`config.mk`:
```
export PLATFORM = sky130hd
export DESIGN_NAME = conv_half_rate_enc
export DESIGN_NICKNAME = d
export VERILOG_FILES = /design/src/rtl/conv_enc_pkg.sv /design/src/rtl/conv_state_reg.sv /design/src/rtl/conv_code_gen.sv /design/src/rtl/conv_p2s.sv /design/src/rtl/conv_half_rate_enc.sv
export SDC_FILE = /design/constraint.sdc
export NUM_CORES = 1
export LEC_CHECK = 0
export ABC_AREA = 1
export BUFFER_PORTS_ARGS = -buffer_cell sky130_fd_sc_hd__buf_2
export CELL_PAD_IN_SITES_DETAIL_PLACEMENT = 1
export CELL_PAD_IN_SITES_GLOBAL_PLACEMENT = 1
export CORE_AREA = 2 2 39 41
export DETAILED_ROUTE_END_ITERATION = 10
export DIE_AREA = 0 0 41 43
export GPL_TIMING_DRIVEN = 1
export HOLD_SLACK_MARGIN = 0.03
export PLACE_DENSITY = 0.69
export SKIP_CTS_REPAIR_TIMING = 1
export SYNTH_ARGS = -nofsm -noshare
export SYNTH_HDL_FRONTEND = slang
export SYNTH_SLANG_ARGS = --single-unit
```
`constraint.sdc`:
```
create_clock -name clk -period 2.6 [get_ports clk]
set_input_delay 0.39 -clock clk [delete_from_list [all_inputs] [get_ports clk]]
set_output_delay 0.39 -clock clk [all_outputs]
set_load 0.005 [all_outputs]
```
`src/rtl/conv_enc_pkg.sv`:
```
package conv_enc_pkg;

  // Parity of the bits of a window that a tap mask selects.
  function automatic logic masked_parity(input logic [31:0] window,
                                         input logic [31:0] taps);
    return ^(window & taps);
  endfunction

endpackage

```
`src/rtl/conv_state_reg.sv`:
```
module conv_state_reg #(
  parameter int unsigned MEM_LEN = 2
) (
  input  logic               clk,
  input  logic               rst,
  input  logic               shift_en,
  input  logic               new_bit,
  output logic [MEM_LEN-1:0] state
);

  // Newest bit in the top position, oldest at bit 0.
  generate
    if (MEM_LEN == 1) begin : g_single
      always_ff @(posedge clk) begin
        if (rst)           state <= '0;
        else if (shift_en) state <= new_bit;
      end
    end else begin : g_multi
      always_ff @(posedge clk) begin
        if (rst)           state <= '0;
        else if (shift_en) state <= {new_bit, state[MEM_LEN-1:1]};
      end
    end
  endgenerate

endmodule

```
`src/rtl/conv_code_gen.sv`:
```
module conv_code_gen
  import conv_enc_pkg::*;
#(
  parameter int unsigned MEM_LEN = 2,
  parameter int unsigned N_OUT   = 2,
  parameter logic [N_OUT*(MEM_LEN+1)-1:0] GEN_TAPS = 6'b101_111
) (
  input  logic               data_bit,
  input  logic [MEM_LEN-1:0] state,
  output logic [N_OUT-1:0]   code
);

  localparam int unsigned WIN = MEM_LEN + 1;

  logic [WIN-1:0] window;
  assign window = {data_bit, state};

  // Code bit j uses tap slice j; bit 0 goes out first.
  generate
    for (genvar j = 0; j < N_OUT; j++) begin : g_out
      assign code[j] = masked_parity(32'(window), 32'(GEN_TAPS[j*WIN +: WIN]));
    end
  endgenerate

endmodule

```
`src/rtl/conv_p2s.sv`:
```
module conv_p2s #(
  parameter int unsigned N_OUT = 2
) (
  input  logic             clk,
  input  logic             rst,
  input  logic             load,
  input  logic [N_OUT-1:0] par_in,
  output logic             ready,
  output logic             ser_valid,
  output logic             ser_bit
);

  localparam int unsigned CNT_W = $clog2(N_OUT + 1);

  logic [N_OUT-1:0] hold;
  logic [CNT_W-1:0] remain;

  assign ready = (remain == '0);

  always_ff @(posedge clk) begin
    if (rst) begin
      hold      <= '0;
      remain    <= '0;
      ser_valid <= 1'b0;
      ser_bit   <= 1'b0;
    end else if (load) begin
      ser_bit   <= par_in[0];
      hold      <= par_in >> 1;
      remain    <= CNT_W'(N_OUT - 1);
      ser_valid <= 1'b1;
    end else if (remain != '0) begin
      ser_bit   <= hold[0];
      hold      <= hold >> 1;
      remain    <= remain - 1'b1;
      ser_valid <= 1'b1;
    end else begin
      ser_valid <= 1'b0;
    end
  end

endmodule

```
`src/rtl/conv_half_rate_enc.sv`:
```
module conv_half_rate_enc #(
  parameter int unsigned MEM_LEN = 2,
  parameter int unsigned N_OUT   = 2,
  parameter logic [N_OUT*(MEM_LEN+1)-1:0] GEN_TAPS = 6'b101_111
) (
  input  logic               clk,
  input  logic               rst,
  input  logic               in_valid,
  input  logic               in_bit,
  output logic               in_ready,
  output logic               out_valid,
  output logic               out_bit,
  output logic [MEM_LEN-1:0] dbg_state
);

  logic             accept;
  logic [N_OUT-1:0] code;
  logic             p2s_ready;

  assign accept   = in_valid & p2s_ready;
  assign in_ready = p2s_ready;

  conv_state_reg #(.MEM_LEN(MEM_LEN)) u_state (
    .clk      (clk),
    .rst      (rst),
    .shift_en (accept),
    .new_bit  (in_bit),
    .state    (dbg_state)
  );

  conv_code_gen #(.MEM_LEN(MEM_LEN), .N_OUT(N_OUT), .GEN_TAPS(GEN_TAPS)) u_code (
    .data_bit (in_bit),
    .state    (dbg_state),
    .code     (code)
  );

  conv_p2s #(.N_OUT(N_OUT)) u_p2s (
    .clk       (clk),
    .rst       (rst),
    .load      (accept),
    .par_in    (code),
    .ready     (p2s_ready),
    .ser_valid (out_valid),
    .ser_bit   (out_bit)
  );

endmodule

```
Word level (Yosys, flattened, before mapping) --
Index checks and enable logic that the tools add are counted.
Storage, ports and cells: flip-flop bits (word level) 7, input bits 4, output and inout port bits 5, word-level logic and storage cells 22
Operators by class: add/sub/neg operators 1, mux-type cells 8, bitwise gates (word level) 1, reductions and logical operators 6
Operator list (number):
- XOR reduction 32 bit | 2
- 2-to-1 mux 1 bit | 8
- nonzero test 2 bit | 2
- zero test 2 bit | 1
- OR reduction 2 bit | 1
- subtractor 2 x 1 -> 2 bit, second input constant | 1
- bitwise AND 1 bit | 1

Depth between registers and ports, before layout --
Gate-level depths: netlist (run 1).
depth in word-level cells 3, gate-level depth with buffers 8, depth with buffers taken out 8

By module --
Synthesis (run 1) repeated with hierarchy kept, for this count alone.
Second synthesis, totals: cells, all modules 55, area, all modules 356.6 um2
By module, submodules not included:
- conv_p2s | times used 1, cells an instance 29, area an instance 224.0 um2, seq. area each 100.1 um2
- conv_state_reg | times used 1, cells an instance 13, area an instance 81.3 um2, seq. area each 40.0 um2
- conv_code_gen | times used 1, cells an instance 11, area an instance 43.8 um2, seq. area each 0.0 um2
- conv_half_rate_enc | times used 1, cells an instance 2, area an instance 7.5 um2, seq. area each 0.0 um2

Least setup slack after synthesis (run 1) --
No wires, ideal clock.
path type reg-to-reg, start reg u_p2s.remain[0], end reg u_p2s.ser_bit, library setup time 0.115 ns, arrival 0.911 ns, data required time 2.485 ns, path slack 1.574 ns, cell stages (with the launch flop) 9, path buffers 0, clock period less this slack 1.026 ns, cells stage by stage dfxtp_1 -> inv_1 -> ha_1 -> nand2_2 -> inv_2 -> nand2_1 -> nand2_1 -> inv_1 -> a21oi_2
Between the ends: word-level cells in the longest chain between the ends 3, elaborated cells on any way between the ends 5, classes of those cells mux (1); bitwise (1); reduce/logical (3)
RTL lines:
- start: declaration | line conv_p2s.sv:16 | logic [CNT_W-1:0] remain;
- start signal: assignment | line conv_p2s.sv:29 | remain <= CNT_W'(N_OUT - 1);
- start signal: assignment | line conv_p2s.sv:34 | remain <= remain - 1'b1;
- zero test 2 bit | line conv_p2s.sv:18 | assign ready = (remain == '0);
- bitwise AND 1 bit | line conv_half_rate_enc.sv:20 | assign accept = in_valid & p2s_ready;
- 2-to-1 mux 1 bit / nonzero test 2 bit (equally long branches)
- end signal: assignment | line conv_p2s.sv:27 | ser_bit <= par_in[0];
- end signal: assignment | line conv_p2s.sv:32 | ser_bit <= hold[0];
- end: declaration | line conv_p2s.sv:10 | output logic ser_bit
Several ways; a longest one is shown, not always the timed one. A chain may end at the register's enable or synchronous reset.

Worst setup path after layout (run 1) --
start reg u_p2s.remain[0], end out in_ready
Between the ends: word-level cells in the longest chain between the ends 1
RTL lines:
- zero test 2 bit | line conv_p2s.sv:18
- end: declaration | line conv_half_rate_enc.sv:10 | output logic in_ready,
No other way between the ends.

==> results of run 1 <==
==> layer usage <==
layer	vias up	share of wire
met2	7	0.48
met5	-	0
met4	0	0.019
li1	171	-
met1	140	0.43
met3	2	0.064
==> sequential cells by signal, indices dropped and copies added, names as in the netlist <==
register and count:
u_p2s.remain 2, u_p2s.hold 1, u_p2s.ser_valid 1, u_p2s.ser_bit 1, u_state.state 2
==> final cells by class <==
cell class                      instances  area, um2
Clock buffer                            4      26.28
Fill cell                             190      962.2
Inverter                               10      37.54
Multi-Input combinational cell         30      157.7
Sequential cell                         7      140.1
Tap cell                               16      20.02
Timing Repair Buffer                    8      40.04
==> path summary, 6_finish.rpt <==
path              slack (ns)                    startpoint  cells past startpoint                            end
hold reg to reg         0.47    u_p2s.hold[0]$_SDFFE_PP0P_                      2     u_p2s.hold[0]$_SDFFE_PP0P_
setup / recovery        1.21  u_p2s.remain[0]$_SDFFE_PP0P_                      3                       in_ready
hold / removal          0.39                           rst                      2     u_p2s.ser_bit$_SDFFE_PP0P_
setup reg to reg        1.46  u_p2s.remain[0]$_SDFFE_PP0P_                      5  u_state.state[1]$_SDFFE_PP0P_
==> stage by stage <==
step | setup WS, ns | power (mW) | hold WS (ns)
final | 1.215 | 0.3085 | 0.3869
after global routing | 1.139 | 0.3402 | 0.3942
after CTS | 1.200 | 0.3166 | 0.3817
after detailed placement | 1.464 | 0.2130 | 0.4650
after global placement | 1.488 | 0.2103 | 0.4534
after floorplan | 1.574 | 0.1858 | 0.4373
==> power by group through the flow <==
stage	sequential [mW]	clock, mW	combinational (mW)
floorplan	0.132	0	0.0539
global placement	0.132	0	0.0788
detailed placement	0.132	0	0.0806
CTS	0.130	0.105	0.0811
global route	0.131	0.116	0.0931
finish	0.130	0.0998	0.0786
==> cells by family (layout without fill, tap and decap cells) <==
kind of cell / after synthesis / count (layout) / share of synthesized area
buf+inv: 10 / 22 / 0.1120
simple gates: 21 / 21 / 0.2649
fa+ha+maj: 2 / 2 / 0.07461
compound gates: 7 / 7 / 0.1306
flops: 7 / 7 / 0.4179
==> worst max-delay path, delay by kind of cell (launching register included) <==
kind       cells  cell delay (ns)
fa+ha+maj      1             0.21
buf+inv        2             0.21
flops          1             0.33
==> layout by cell type (no fill, tap or decap), drive strengths merged <==
cell type  synthesis  routed
a211oi             2       2
a21oi              4       4
buf                0       8
clkbuf             0       4
dfxtp              7       7
ha                 2       2
inv               10      10
nand2             11      11
nand3              5       5
nor2               4       4
nor3               1       1
o21ai              1       1
==> synth_stat cells <==
cell and count:
nand2_2 1, nor2_1 4, a21oi_1 3, ha_1 2
nor3_1 1, a211oi_1 2, nand2_1 10, nand3_1 5
inv_2 2, dfxtp_1 7, a21oi_2 1, inv_1 8
o21ai_0 1
==> results_dict.tcl, run 1 <==
set metrics [dict create \
    outcome "finished clean" \
    port_buffers 8 \
    hold_path_class "in2reg" \
    worst_pin_slew_ns 0.1921 \
    required_ns 2.21 \
    final_cell_area_um2 421.7 \
    grt_pass1_wl_um 1311 \
    cts_tree "built" \
    numCtsBuffers 3 \
    start_util 0.2423 \
    cp_slowest_cell "dfxtp_1" \
    endpoint_kind "primary output" \
    cap_violations 0 \
    ys_ff_latch 7 \
    postRouteAntennaNets 0 \
    met1_usage 0.1294 \
    power_frac_comb 0.255 \
    skew_ns 0.002760 \
    dr.pass1.iters 2 \
    htreeDepth 1 \
    cp_cell_sequence "inv_1 > ha_1 > buf_2" \
    nNetsFinal 66 \
    grt_use_met3 0.07853 \
    fmax_mhz 722.0 \
    p_leak_nw 0.2117 \
    overflow 0 \
    chipHeight_um 43 \
    routed_wl_um 754 \
    setup_violations 0 \
    yosysTopAreaCellShare 0.4179 \
    slowest_delay_ns 0.33 \
    synth.distinct_cells 13 \
    switching_share 0.3109 \
    finalCritPeriodShare 0.5327 \
    fp.dieW_um 41 \
    syn_area_um2 335.3 \
    max_slew_margin 0.8711 \
    utilization 0.3047 \
    drv_slew 0 \
    power.density_mw_per_mm2 731.5 \
    diodes 0 \
    clockPowerShare 0.324 \
    ir_drop_v 0.0002362 \
    wl_per_cell_um 10.05 \
    num_vias 320 \
    clk_pin_slew_ns 0.05 \
    yosysTopAreaCell "dfxtp_1" \
    rsz0062_at_grt "false" \
    top_usage_layer "met2" \
    dieArea_mm2 0.001763 \
    hpwl_um 609.6 \
    power_switching_uw 95.90 \
    worstPathMaxFanout 3 \
    track_usage 0.1147 \
    clk_latency_ns 0.25 \
    antenna_found_initial 0 \
    grt_pass1_vias 317 \
    root_buffer "clkbuf_4" \
    drtIter0Drc 4 \
    via_per_inst 4.267 \
    seq_area_frac_synth 0.4179 \
    p_int_uw 212.6 \
    place_area_um2 395.4 \
    rows 14 \
    avgSynthCellArea_um2 7.135 \
    cts_sinks 7 \
    placed_cells_incl_taps 71 \
    worstPathArrival_ns 1.00 \
    synthesis.nets 53 \
    yosys_warnings 0 \
    synth_cells 47 \
    drc 0 \
    grt_max_degree 8 \
    synthTopCellsByArea "dfxtp_1 42%, nand2_1 11%, inv_1 9.0%" \
    core_area_mm2 0.001384 \
    hold_violations 0 \
    worstSetupPathType "reg2out" \
    startpoint_type "register" \
    area_growth_pct 25.75 \
    ios 9 \
    grtUsageMet2 0.1656 \
    fin_tns_setup_ns 0 \
    cts.path.max_buffers 2 \
    instances_no_fill 75 \
    pwr-share-seq 0.421 \
    place_congestion 0.7294 \
    finalWorstPathRequiredPeriod_ns 1.385 \
    drive_gt1_frac 0.2542 \
]
(Power assumes the default switching activity.)
==> run 2: changes to the inputs <==
- clock period: 2.6 -> 1.3 ns (I/O delays scaled with it)
==> run 2 against run 1 <==
Net effect:
- final cell count stayed put
- wire length down 2.3%
- core utilization grew 0.18 points
- non-clock buffer count stayed put
- critical path depth did not move
- combinational power grew 110%
- clock skew about the same
- largest power group unchanged
- largest cell class unchanged
- first-iteration DRC count unchanged
- clock-buffer cell count stayed put
- global-route usage is 0.22 points lower
==> results_dict.tcl, run 2 (synthesis results as in run 1) <==
set metrics [dict create \
    cpLargestDelayFamily "flip-flops" \
    grt_pass1_vias 285 \
    overflow 0 \
    grt_pass1_wl_um 1235 \
    hold_violations 0 \
    cp_cell_sequence "inv_1 > ha_1 > buf_2" \
    cts.path.max_buffers 2 \
    p_leak_nw 0.2119 \
    multi_input_area_um2 160.2 \
    nNetsFinal 66 \
    drive_gt1_frac 0.2712 \
    rows 14 \
    ir_drop_v 0.0006094 \
    ios 9 \
    antenna_found_initial 0 \
    max_slew_margin 0.8644 \
    final_cell_area_um2 424.2 \
    nFillCells 186 \
    fp.dieW_um 41 \
    startpoint_type "register" \
    hold_path_class "in2reg" \
    cts_sinks 7 \
    met1_usage 0.1318 \
    outcome "finished clean" \
    worstPathMaxFanout 3 \
    worst_pin_slew_ns 0.2021 \
    endpoint_kind "primary output" \
    clk_latency_ns 0.25 \
    power.density_mw_per_mm2 1459 \
    fmax_mhz 862.9 \
    pre_cts_slack_ns 0.1660 \
    instances_no_fill 75 \
    path_buf_inv 2 \
    grtUsageMet2 0.1469 \
    core_area_mm2 0.001384 \
    wl_per_cell_um 9.827 \
    area_growth_pct 26.49 \
    place_area_um2 395.4 \
    cap_violations 0 \
    dieArea_mm2 0.001763 \
    numCtsBuffers 3 \
    required_ns 1.11 \
    fin_tns_setup_ns 0 \
    start_util 0.2423 \
    via_per_inst 4.360 \
    drv_slew 0 \
    track_usage 0.1124 \
    clk_pin_slew_ns 0.05 \
    chipHeight_um 43 \
    dr.pass1.iters 3 \
    slowest_delay_ns 0.32 \
    cp_slowest_cell "dfxtp_1" \
    worstPathArrival_ns 0.96 \
    mostFrequentLayoutCells "9 x nand2_1, 8 x inv_1, 8 x buf_2, 7 x dfxtp_1, 5 x nand3_1" \
    htreeDepth 1 \
    worst_slack_ns 0.1411 \
    routed_wl_um 737 \
    top_regs "u_p2s.remain: 2 flops, u_state.state: 2 flops" \
    seq_area_um2 140.1 \
    finalWorstPathRequiredPeriod_ns 1.159 \
    postRouteAntennaNets 0 \
    drc 0 \
    diodes 0 \
    skew_ns 0.002950 \
    finalPower_uw 618.8 \
    grt_use_met3 0.09424 \
    setup_violations 0 \
    rsz0062_at_grt "false" \
    num_vias 327 \
    placed_cells_incl_taps 71 \
    drtIter0Drc 4 \
    root_buffer "clkbuf_4" \
    port_buffers 8 \
    top_usage_layer "met2" \
    cts_tree "built" \
    worstSetupPathType "reg2out" \
    hpwl_um 569.6 \
    grt_max_degree 8 \
    final_common_cell "nand2_1" \
    finalCritPeriodShare 0.8914 \
    place_congestion 0.7634 \
]
## run 2: changes by cell type in the layout (fill, tap and decap cells not counted)
cell,change
nand2_1,-1
nand2_2,+1
## run 2: power by group
part           switching [mW]  total [mW]  leakage [nW]  internal, mW
combinational          0.0971       0.163         0.139        0.0657
clock                  0.0796       0.197        0.0150         0.117
sequential             0.0158       0.259        0.0579         0.244
## run 2: metrics by stage
step / utilization / hold slack [ns]
after floorplan: - / 0.2574
after global placement: 0.2857 / 0.4539
after detailed placement: 0.2857 / 0.4573
after CTS: 0.3047 / 0.1910
after global routing: 0.3065 / 0.1939
final: 0.3065 / 0.2020
## run 2: per-layer routing
layer	vias up	part of all wire	routed length (um)
met4	0	0	0
met3	0	0.084	62
met2	8	0.45	329
li1	171	-	-
met1	148	0.47	346
met5	-	0	0
## run 2: worst paths after layout
| path | start | slack, ns | depth (start not counted) | end |
|---|---|---|---|---|
| setup reg to reg | u_p2s.remain[0]$_SDFFE_PP0P_ | 0.16 | 8 | u_p2s.ser_bit$_SDFFE_PP0P_ |
| setup / recovery | u_p2s.remain[0]$_SDFFE_PP0P_ | 0.14 | 3 | in_ready |
| hold / removal | rst | 0.20 | 2 | u_p2s.ser_bit$_SDFFE_PP0P_ |
| hold reg to reg | u_p2s.remain[0]$_SDFFE_PP0P_ | 0.47 | 2 | u_p2s.remain[0]$_SDFFE_PP0P_ |
## run 2: area by class of cell
class / instances / area share
clock buffers: 4 / 0.06195
inverters: 10 / 0.08850
multi-input cells: 30 / 0.3776
flip-flops and latches: 7 / 0.3304
well taps: 16 / 0.04720
repair buffers: 8 / 0.09440
==> run 3: changes to the inputs <==
- clock period: 1.3 -> 1.2 ns (I/O delays scaled with it)
==> run 3 against run 2 <==
Net effect:
- clock skew decreased by 0.00075 ns
- flip-flop and latch count unchanged
- die area unchanged
- largest cell class unchanged
- core utilization increased by 0.99 points
- sequential power increased by 8.9%
- register-to-register slack got worse by 0.11 ns
- critical path depth unchanged
- via count decreased by 0.92%
- sequential share of layout area decreased by 0.75 points
- global-route usage decreased by 0.97 points
- clock power increased by 9%
==> results_dict.tcl, run 3 (synthesis results as in run 1) <==
set metrics [dict create \
    outcome "finished clean" \
    fp.dieW_um 41 \
    slowest_delay_ns 0.32 \
    nFillCells 186 \
    drv_slew 0 \
    hold_path_class "in2reg" \
    worst_hold_slack_ns 0.1713 \
    ios 9 \
    chipHeight_um 43 \
    cts.path.max_buffers 2 \
    finalWorstPathRequiredPeriod_ns 1.160 \
    met1_usage 0.1234 \
    track_usage 0.1027 \
    final_common_cell "nand2_1" \
    cpLargestDelayFamily "flip-flops" \
    drc 0 \
    r2r_slack_ns 0.05 \
    fmax_mhz 862.4 \
    grt_use_met3 0.07853 \
    path_buf_inv 2 \
    drive_gt1_frac 0.3051 \
    utilization 0.3165 \
    required_ns 1.02 \
    wl_per_cell_um 9.493 \
    postRouteAntennaNets 0 \
    core_area_mm2 0.001384 \
    dr.pass1.iters 3 \
    via_per_inst 4.320 \
    port_buffers 8 \
    worst_pin_slew_ns 0.2030 \
    clk_latency_ns 0.25 \
    mostFrequentLayoutCells "9 x nand2_1, 8 x inv_1, 8 x buf_2, 6 x dfxtp_1, 5 x nand3_1" \
    startpoint_type "register" \
    antenna_found_initial 0 \
    skew_ns 0.002204 \
    top_regs "u_p2s.remain: 2 flops, u_state.state: 2 flops" \
    dieArea_mm2 0.001763 \
    grt_max_degree 8 \
    overflow 0 \
    clk_pin_slew_ns 0.05 \
    routed_wl_um 712 \
    rsz0062_at_grt "true" \
    start_util 0.2423 \
    grtUsageMet2 0.1438 \
    final_cell_area_um2 437.9 \
    diodes 0 \
    worstPathMaxFanout 3 \
    worstSetupPathType "reg2out" \
    setup_violations 0 \
    hold_violations 0 \
    drtIter0Drc 4 \
    cts_tree "built" \
    placed_cells_incl_taps 71 \
    grt_pass1_vias 283 \
    htreeDepth 1 \
    cap_violations 0 \
    rows 14 \
    numCtsBuffers 3 \
    worst_slack_ns 0.04039 \
    nNetsFinal 66 \
    worstPathArrival_ns 0.98 \
    root_buffer "clkbuf_4" \
    cp_cell_sequence "inv_1 > ha_1 > buf_2" \
    cp_slowest_cell "dfxtp_2" \
    num_vias 324 \
    top_usage_layer "met2" \
    hpwl_um 565 \
    pre_cts_slack_ns 0.09222 \
    endpoint_kind "primary output" \
    finalCritPeriodShare 0.9663 \
    max_slew_margin 0.8632 \
    instances_no_fill 75 \
    power.density_mw_per_mm2 1573 \
    place_area_um2 395.4 \
    area_growth_pct 30.60 \
    p_leak_nw 0.2132 \
    cts_sinks 7 \
    grt_pass1_wl_um 1159 \
    place_congestion 0.7459 \
    ir_drop_v 0.0003763 \
]
-- run 3: metal layers --
layer	share of wire	wire length, um
met3	0.093	66
met5	0	0
met2	0.51	361
met1	0.40	284
met4	0	0
-- run 3: final cells by class --
type / instances / area, um2 / share of cell area
multi-input cells: 30 / 172.7 / 0.3943
flip-flops and latches: 7 / 141.4 / 0.3229
repair buffers: 8 / 40.04 / 0.09143
inverters: 10 / 37.54 / 0.08571
clock buffers: 4 / 26.28 / 0.06000
well taps: 16 / 20.02 / 0.04571
-- run 3: final timing paths --
kind | startpoint | end | cells past startpoint
max | u_p2s.remain[0]$_SDFFE_PP0P_ | in_ready | 3
min | rst | u_p2s.ser_bit$_SDFFE_PP0P_ | 2
max reg2reg | u_p2s.remain[0]$_SDFFE_PP0P_ | u_p2s.remain[0]$_SDFFE_PP0P_ | 6
min reg2reg | u_p2s.remain[0]$_SDFFE_PP0P_ | u_p2s.remain[0]$_SDFFE_PP0P_ | 2
-- run 3: report_power, final --
group          switching (mW)  internal (mW)
Combinational           0.109         0.0824
Clock                  0.0883          0.127
Sequential             0.0167          0.265
-- run 3: stage by stage --
| stage | total power [mW] | setup TNS [ns] |
|---|---|---|
| detailed placement | 0.4598 | 0 |
| CTS | 0.6838 | 0 |
| floorplan | 0.4027 | 0 |
| global placement | 0.4584 | 0 |
| finish | 0.6887 | 0 |
| global route | 0.7535 | -0.05717 |
